`src/rtl/ard_pkg.sv`:
```
package ard_pkg;

  typedef enum logic [1:0] {
    SZ_BYTE = 2'd0,
    SZ_HALF = 2'd1,
    SZ_WORD = 2'd2,
    SZ_RSVD = 2'd3
  } acc_size_e;

  typedef enum logic [1:0] {
    TGT_NONE   = 2'd0,
    TGT_SRAM   = 2'd1,
    TGT_EXT    = 2'd2,
    TGT_PERIPH = 2'd3
  } target_e;

endpackage

```
`src/rtl/ard_boot_capture.sv`:
```
module ard_boot_capture #(
  parameter int NSAMP = 10
) (
  input  logic clk,
  input  logic rst_n,
  input  logic pin_i,
  output logic is8_o,
  output logic unstable_o
);

  logic [NSAMP-1:0] hist_q;
  logic [NSAMP-1:0] hist_d;
  logic             done_q;
  logic             done_d;
  logic             is8_q;
  logic             is8_d;
  logic             unst_q;
  logic             unst_d;
  logic             agree;

  // history shifts only until the capture has been taken
  always_comb begin
    hist_d = hist_q;
    if (!done_q) begin
      hist_d = {hist_q[NSAMP-2:0], pin_i};
    end
  end

  always_ff @(posedge clk) begin
    hist_q <= hist_d;
  end

  assign agree = (&hist_q) | ~(|hist_q);

  always_comb begin
    done_d = done_q;
    is8_d  = is8_q;
    unst_d = unst_q;
    if (!done_q) begin
      done_d = 1'b1;
      is8_d  = hist_q[0];
      unst_d = ~agree;
    end
  end

  always_ff @(posedge clk or negedge rst_n) begin
    if (!rst_n) begin
      done_q <= 1'b0;
      is8_q  <= 1'b0;
      unst_q <= 1'b0;
    end else begin
      done_q <= done_d;
      is8_q  <= is8_d;
      unst_q <= unst_d;
    end
  end

  assign is8_o      = is8_q;
  assign unstable_o = unst_q;

endmodule

```
`src/rtl/ard_remap_flag.sv`:
```
module ard_remap_flag (
  input  logic clk,
  input  logic rst_n,
  input  logic cmd_i,
  output logic flag_o
);

  logic flag_q;
  logic flag_d;

  always_comb begin
    flag_d = flag_q | cmd_i;
  end

  always_ff @(posedge clk or negedge rst_n) begin
    if (!rst_n) begin
      flag_q <= 1'b0;
    end else if (cmd_i) begin
      flag_q <= flag_d;
    end
  end

  assign flag_o = flag_q;

endmodule

```
`src/rtl/ard_region_map.sv`:
```
module ard_region_map
  import ard_pkg::*;
#(
  parameter int          ADDR_W    = 32,
  parameter int          REGION_SH = 22,
  parameter int          SRAM_AW   = 18,
  parameter logic [31:0] ALT_BASE  = 32'h0030_0000
) (
  input  logic [ADDR_W-1:0]  addr_i,
  input  logic               remapped_i,
  output target_e            tgt_o,
  output logic               boot_o,
  output logic               dec_err_o,
  output logic [SRAM_AW-3:0] index_o
);

  localparam int HI_W  = ADDR_W - REGION_SH;
  localparam int WIN_W = ADDR_W - SRAM_AW;
  localparam logic [WIN_W-1:0] ALT_TAG = ALT_BASE[ADDR_W-1:SRAM_AW];

  logic in_low;
  logic in_top;
  logic in_zero;
  logic in_alt;

  assign in_low  = (addr_i[ADDR_W-1:REGION_SH] == {HI_W{1'b0}});
  assign in_top  = (addr_i[ADDR_W-1:REGION_SH] == {HI_W{1'b1}});
  assign in_zero = (addr_i[ADDR_W-1:SRAM_AW] == {WIN_W{1'b0}});
  assign in_alt  = (addr_i[ADDR_W-1:SRAM_AW] == ALT_TAG);

  always_comb begin
    tgt_o     = TGT_NONE;
    boot_o    = 1'b0;
    dec_err_o = 1'b0;
    if (in_top) begin
      tgt_o = TGT_PERIPH;
    end else if (!in_low) begin
      tgt_o = TGT_EXT;
    end else if (in_zero) begin
      if (remapped_i) begin
        tgt_o = TGT_SRAM;
      end else begin
        tgt_o  = TGT_EXT;
        boot_o = 1'b1;
      end
    end else if (in_alt && !remapped_i) begin
      tgt_o = TGT_SRAM;
    end else begin
      dec_err_o = 1'b1;
    end
  end

  assign index_o = addr_i[SRAM_AW-1:2];

endmodule

```
`src/rtl/ard_lane_gen.sv`:
```
module ard_lane_gen
  import ard_pkg::*;
#(
  parameter int LANES = 4
) (
  input  logic [1:0]       size_i,
  input  logic [1:0]       low_i,
  output logic [LANES-1:0] lanes_o,
  output logic             misalign_o
);

  always_comb begin
    lanes_o    = '0;
    misalign_o = 1'b0;
    unique case (acc_size_e'(size_i))
      SZ_BYTE: lanes_o[low_i] = 1'b1;
      SZ_HALF: begin
        misalign_o = low_i[0];
        lanes_o    = low_i[1] ? LANES'(4'b1100) : LANES'(4'b0011);
      end
      SZ_WORD: begin
        misalign_o = |low_i;
        lanes_o    = '1;
      end
      default: misalign_o = 1'b1;
    endcase
  end

endmodule

```
`src/rtl/addr_region_decoder.sv`:
```
module addr_region_decoder
  import ard_pkg::*;
#(
  parameter int          ADDR_W    = 32,
  parameter int          REGION_SH = 22,
  parameter int          SRAM_AW   = 18,
  parameter logic [31:0] ALT_BASE  = 32'h0030_0000,
  parameter int          NSAMP     = 10
) (
  input  logic               clk,
  input  logic               rst_n,
  input  logic               boot_pin_i,
  input  logic               remap_cmd_i,
  input  logic               req_i,
  input  logic [31:0]        addr_i,
  input  logic [1:0]         size_i,
  output logic               sel_sram_o,
  output logic               sel_ext_o,
  output logic               ext_boot_o,
  output logic               sel_periph_o,
  output logic [15:0]        sram_index_o,
  output logic [3:0]         lane_en_o,
  output logic               align_err_o,
  output logic               dec_err_o,
  output logic               remapped_o,
  output logic               boot_is8_o,
  output logic               boot_unstable_o
);

  localparam int IDX_W = SRAM_AW - 2;

  target_e          tgt;
  logic             boot_win;
  logic             map_err;
  logic [IDX_W-1:0] idx;
  logic [3:0]       lanes;
  logic             misalign;
  logic             remap_q;
  logic             go;

  ard_remap_flag u_remap (
    .clk    (clk),
    .rst_n  (rst_n),
    .cmd_i  (remap_cmd_i),
    .flag_o (remap_q)
  );

  ard_boot_capture #(.NSAMP(NSAMP)) u_boot (
    .clk        (clk),
    .rst_n      (rst_n),
    .pin_i      (boot_pin_i),
    .is8_o      (boot_is8_o),
    .unstable_o (boot_unstable_o)
  );

  ard_region_map #(
    .ADDR_W    (ADDR_W),
    .REGION_SH (REGION_SH),
    .SRAM_AW   (SRAM_AW),
    .ALT_BASE  (ALT_BASE)
  ) u_map (
    .addr_i     (addr_i[ADDR_W-1:0]),
    .remapped_i (remap_q),
    .tgt_o      (tgt),
    .boot_o     (boot_win),
    .dec_err_o  (map_err),
    .index_o    (idx)
  );

  ard_lane_gen #(.LANES(4)) u_lanes (
    .size_i     (size_i),
    .low_i      (addr_i[1:0]),
    .lanes_o    (lanes),
    .misalign_o (misalign)
  );

  assign go = req_i & ~misalign;

  always_comb begin
    sel_sram_o   = go & (tgt == TGT_SRAM);
    sel_ext_o    = go & (tgt == TGT_EXT);
    sel_periph_o = go & (tgt == TGT_PERIPH);
    ext_boot_o   = go & (tgt == TGT_EXT) & boot_win;
    dec_err_o    = go & map_err;
    align_err_o  = req_i & misalign;
    lane_en_o    = (go && tgt != TGT_NONE) ? lanes : 4'b0000;
    sram_index_o = 16'(idx);
  end

  assign remapped_o = remap_q;

endmodule

```
`config.mk`:
```
export PLATFORM = sky130hd
export DESIGN_NAME = addr_region_decoder
export DESIGN_NICKNAME = d
export VERILOG_FILES = /design/src/rtl/ard_pkg.sv /design/src/rtl/ard_boot_capture.sv /design/src/rtl/ard_remap_flag.sv /design/src/rtl/ard_region_map.sv /design/src/rtl/ard_lane_gen.sv /design/src/rtl/addr_region_decoder.sv
export SDC_FILE = /design/constraint.sdc
export NUM_CORES = 1
export LEC_CHECK = 0
export ABC_AREA = 1
export BUFFER_PORTS_ARGS = -buffer_cell sky130_fd_sc_hd__buf_2
export CORE_MARGIN = 4
export CORE_UTILIZATION = 40
export DETAILED_ROUTE_END_ITERATION = 10
export HOLD_SLACK_MARGIN = 0.06
export PLACE_DENSITY_LB_ADDON = 0.08
export SLEW_MARGIN = 20
export SYNTH_ARGS = -nofsm -noshare
export SYNTH_HDL_FRONTEND = slang
export SYNTH_SLANG_ARGS = --single-unit
```
`constraint.sdc`:
```
create_clock -name clk -period 1.6 [get_ports clk]
set_clock_uncertainty 0.15 [all_clocks]
set_input_delay 0.16 -clock clk [delete_from_list [all_inputs] [get_ports clk]]
set_output_delay 0.16 -clock clk [all_outputs]
set_load 0.02 [all_outputs]
```
## After elaboration in Yosys (flattened, before gate mapping)

Index checks and enable logic that the tools add are counted.
Widths: inputs -> output; s select.

| cells by class | value |
|---|---|
| equality and inequality tests | 7 |
| reduce and logical (&&, ||, !) cells | 11 |
| mux-type cells | 19 |
| bitwise operators | 12 |
| divide/modulo/power cells | 0 |
| $add $sub $neg | 0 |
| $lt $le $gt $ge | 2 |
| multiply operators | 0 |
| shift-type cells | 0 |

Operator list:

| kind | number |
|---|---|
| $eq 14x4->1 const B | 1 |
| $logic_not 14->1 | 1 |
| $pmux 4 s3 | 1 |
| $eq 10x10->1 const B | 1 |
| $logic_not 10->1 | 1 |
| $mux 1 | 10 |
| $reduce_and 10->1 | 1 |
| $reduce_or 10->1 | 1 |
| $mux 2 | 4 |
| $mux 4 | 2 |
| $and 1x1->1 | 7 |
| $eq 2x2->1 const B | 3 |
| $eq 2x1->1 const B | 2 |
| $logic_and 1x1->1 | 3 |
| $lt 2x3->1 const B | 1 |
| $not 1->1 | 3 |
| $pmux 1 s3 | 1 |
| $demux 1 s2 | 1 |
| $ge 2x1->1 const B | 1 |
| $logic_not 2->1 | 1 |
| $or 1x1->1 | 2 |
| $reduce_bool 2->1 | 1 |
| $reduce_or 2->1 | 1 |
| $logic_not 1->1 | 1 |

| storage, ports and cells | value |
|---|---|
| bits of input ports | 39 |
| latch bits | 0 |
| output and inout bits | 29 |
| register bits after elaboration | 14 |
| ROM bits | 0 |
| memories | 0 |
| memory bits (writable) | 0 |

## Logic depth before layout (Yosys ltp)

| depth | value |
|---|---|
| depth in word-level cells | 9 |
| gate-level depth with buffers | 7 |

## Cells and area by module

From an unflattened synthesis, not the netlist that was laid out.

| unflattened totals | value |
|---|---|
| cells, all modules | 135 |
| area total of the unflattened synthesis | 958.4 um^2 |

By module, submodules not included:

| module | cells each | sequential area each (um^2) | instances | area each (um^2) |
|---|---|---|---|---|
| ard_boot_capture | 39 | 375.4 | 1 | 480.5 |
| ard_region_map | 46 | 0.0 | 1 | 256.5 |
| addr_region_decoder | 27 | 0.0 | 1 | 108.9 |
| ard_lane_gen | 19 | 0.0 | 1 | 76.3 |
| ard_remap_flag | 4 | 25.0 | 1 | 36.3 |

## Worst setup path after synthesis

Ideal clock, no wire load.

| path | value |
|---|---|
| path type | register to output |
| from | register u_remap.flag_q (netlist: u_remap.flag_o) |
| to | output port lane_en_o[0] |
| data required time | 1.290 ns |
| path buffers | 0 |
| path slack | 0.137 ns |
| arrival | 1.153 ns |
| stages on the path, launching flop included | 8 |
| path through | dfrtp_1 inv_2 nand3_1 nand2_1 nand2_1 nand2_1 nand2_2 nor2_1 |

| on the way | value |
|---|---|
| longest elaborated chain between the ends | 9 |
| elaborated cells on any way between the ends | 10 |
| those cells by class | mux (6); reduce/logical (4) |

RTL lines:

| what | line | source |
|---|---|---|
| from (decl) | ard_remap_flag.sv:8 | `logic flag_q;` |
| from (signal assigned) | ard_remap_flag.sv:19 | `flag_q <= flag_d;` |
| $logic_not 1->1 | ard_region_map.sv:46 | `end else if (in_alt && !remapped_i) begin` |
| $logic_and 1x1->1 | ard_region_map.sv:46 |  |
| $mux 1 | ard_region_map.sv:46 |  |
| $mux 2 * | ard_region_map.sv:39 | `end else if (in_zero) begin` |
| $mux 2 * | ard_region_map.sv:37 | `end else if (!in_low) begin` |
| $mux 2 * | ard_region_map.sv:35 | `if (in_top) begin` |
| $reduce_bool 2->1 * | addr_region_decoder.sv:86 | `lane_en_o = (go && tgt != TGT_NONE) ? lanes : 4'b0000;` |
| $logic_and 1x1->1 * | addr_region_decoder.sv:86 |  |
| $mux 4 * | addr_region_decoder.sv:86 |  |
| to (decl) | addr_region_decoder.sv:22 | `output logic [3:0] lane_en_o,` |

Every way passes the cells marked *; elsewhere a longest branch is shown, timed or not.

## Worst setup path in the final report

Ends and elaborated chain as after synthesis.

==> metrics.md <==
| Metric | Value |
|---|---|
| Status | `finished, violations left` |
| Failing checks | `setup timing` |
| Xor/xnor share of the synthesized area | `0%` |
| CP required | `1.29 ns` |
| Die ar. | `0.003196 mm²` |
| Synth Flop Type | `edfxtp_1` |
| Slew Limit Fails | `0` |
| Post-route setup slack | `-0.07018 ns` |
| Critical Path AT | `1.36 ns` |
| Achievable Freq | `0.5987 GHz` |
| Vias in the first global route | `692` |
| RSZ-0062 raised after global routing | `true` |
| Vias | `around 830` |
| WL final | `1941 µm` |
| Sequential area share after synthesis | `42.50%` |
| Avg WL per Cell | `11.03 µm` |
| Clk sink count | `14` |
| Initial Utilization | `between 40% and 50%` |
| Yosys cell types | `21` |
| Post-synthesis cell area | `942.2 µm²` |
| Clk Latency, worst-skew pair | `0.28 ns` |
| Synthesis-to-finish area growth | `27.89%` |
| Fill cells | `215` |
| Final Hold Violating Endpoints | `0` |
| Cell taking the most area after synthesis | `edfxtp_1` |
| Overall Power | `834.5 µW` |
| Pre-antenna DRT Iters | `4` |
| Total Nets Final | `188` |
| Total gr overflow | `0` |
| Die width | `56.53 µm` |
| Crit path max fanout | `4` |
| Kind of critical path | `flop to output pin` |
| Clock Path Buffers | `2` |
| RePlAce Congestion | `0.8886` |
| Worst-path clk slew | `0.08 ns` |
| Crit-path slowest cell | `dfrtp_1` |
| Ports | `slightly below 70` |
| Syn_nets | `between 150 and 200` |
| Total track usage | `11.72%` |
| Adder-Cell Fraction of Synth Area | `0%` |
| Top-count cell post-synth | `nand2_1` |
| Commonest cells in the synthesized netlist | `26 x nand2_1, 20 x nor2_1, 16 x buf_4` |
| Hpwl dp | `roughly 1500 µm` |
| DRT antenna net count | `0` |
| Vias per cell | `between 4 and 5` |
| H-tree levels | `1` |
| Core area | `0.002233 mm²` |
| First-pass GRT wire length | `2967 µm` |
| Cts bufs inserted | `3` |
| IO buf count | `35` |
| Most common cell on crit path | `nand2_2` |
| Crit path cell chain | `inv_2 > nand3_2 > nand2_2 > nand2_2 > nand2_2 > nand2_4 > nor2_1 > buf_4` |
| Final period utilization | `104.4%` |
| Row cnt | `17` |
| Most area-consuming cells after synthesis | `edfxtp_1 32%, buf_4 13%, dfrtp_1 11%` |
| Synth Area per Inst | `8.053 µm²` |
| Pleak | `0.0005702 µW` |
| Ys Warns | `0` |
| Max-cap violations | `0` |
| CP endpoint kind | `output pin` |
| Largest family of logic cells by synthesized area | `simple AND/OR/NAND/NOR gates` |
| Post-synth ARST share | `between 20% and 30%` |
| Pwr/cell area | `692.6 mW/mm²` |
| Simple-gate portion of the synthesized area | `between 30% and 40%` |
| Worst hold path class | `primary input to output pin` |
| CTS tree | `built` |
| Fin crit period | `1.670 ns` |
| Compound-Gate Fraction of Synth Area | `roughly 5.3%` |
| Final Setup Violations | `7` |
| Multiplexer share of the synthesized area | `0%` |
| Drt initial violations | `22` |
| Post-Syn Instances | `117` |
| Share of post-route cells with drive strength above 1 | `45.27%` |
| Largest net degree at the start of global routing | `13` |
| Critical path buffer and inverter count | `2` |
| Area share of the largest cell type after synthesis | `31.87%` |
| Antenna diodes | `0` |
| Number of synthesized flops with an enable pin | `10` |
| Biggest cell delay along the critical path | `0.40 ns` |
| Post-Route Setup TNS | `-0.2649 ns` |
| Die height | `between 50 and 60 µm` |
| Flops & latches, synth | `14` |
| Critical Path Start Type | `flop` |
| CTS Root Cell | `clkbuf_4` |
| Max IR drop VDD | `0.6771 mV` |
| CP top delay family | `simple AND/OR/NAND/NOR gates` |
| DRC | `0` |
| Initial antenna violation count | `0` |
metal layers:
metal | GRT usage (%) | vias to the layer above | wire length (µm)
li1 | - | 421 | -
met1 | 14.18 | 350 | 809
met2 | 17.66 | 47 | 843
met3 | 6.667 | 7 | 258
met4 | 3.390 | 0 | 30
met5 | 0 | - | 0
sequential cells by signal (all words and copies together) (netlist names):
signal	flops
u_boot.is8_o	1
u_boot.hist_q	10
u_boot.done_q	1
u_boot.unstable_o	1
u_remap.flag_o	1
per-stage QoR:
step	hold WS (ns)	area, µm²	setup WS (ns)	instances	util (%)
floorplan	-0.2856	942.2	0.1369	117	-
global placement	-0.1817	1032	0.2220	164	46.22
detailed placement	-0.1827	1032	0.1996	164	46.22
CTS	0.1702	1155	-0.07184	174	51.71
global route	0.1700	1205	-0.1669	176	53.95
finish	0.1700	1205	-0.07018	176	53.95
cell type report:
type	instances	area, µm²	share of cell area, %
Clock buffer	4	36.28	3.011
Inverter	13	48.80	4.050
Multi-Input combinational cell	74	407.9	33.85
Sequential cell	14	400.4	33.23
Tap cell	28	35.03	2.908
Timing Repair Buffer	43	276.5	22.95
worst paths after layout:
kind	to	slack (ns)	from	cells after the start
setup reg to reg	u_boot.hist_q[0]$_DFFE_PN_	0.39	u_boot.done_q$_DFF_PN0_	1
hold / removal	sram_index_o[0]	0.17	addr_i[2]	0
setup / recovery	lane_en_o[0]	-0.07	u_remap.flag_o$_DFFE_PN0P_	8
max in group asynchronous	u_boot.unstable_o$_DFFE_PN0N_	0.52	rst_n	3
min in group asynchronous	u_remap.flag_o$_DFFE_PN0P_	0.60	rst_n	3
hold reg to reg	u_boot.hist_q[7]$_DFFE_PN_	0.32	u_boot.hist_q[6]$_DFFE_PN_	0
power by group:
group	total, µW	internal [µW]	switching (µW)
Clock	252	139	113
Sequential	424	411	12.3
Combinational	159	68.1	90.7
cell families after synthesis:
kind of cell           after synthesis
buffers and inverters               29
DFF                                 14
other                                1
and+or+nand+nor                     67
AOI/OAI and AO/OA                    6
layout by cell type, fill, tap and decap left out, types with 4 or more instances in the layout:
cell	count
nor2_2	4
buf_4	9
a31oi_1	4
buf_2	27
dfrtp_1	4
nand2_2	5
nand2_1	23
edfxtp_1	10
dlygate4sd3_1	4
nand2_4	4
nor2_1	17
inv_1	10
repair_timing:
action	CTS	global route
hold endpoints to repair	6	0
setup endpoints to repair	6	8
pin swaps	6	5
gates resized for setup	11	10
hold buffers	4	0
buffers inserted	2	2
Note: power is estimated with default switching activity, not from simulation.
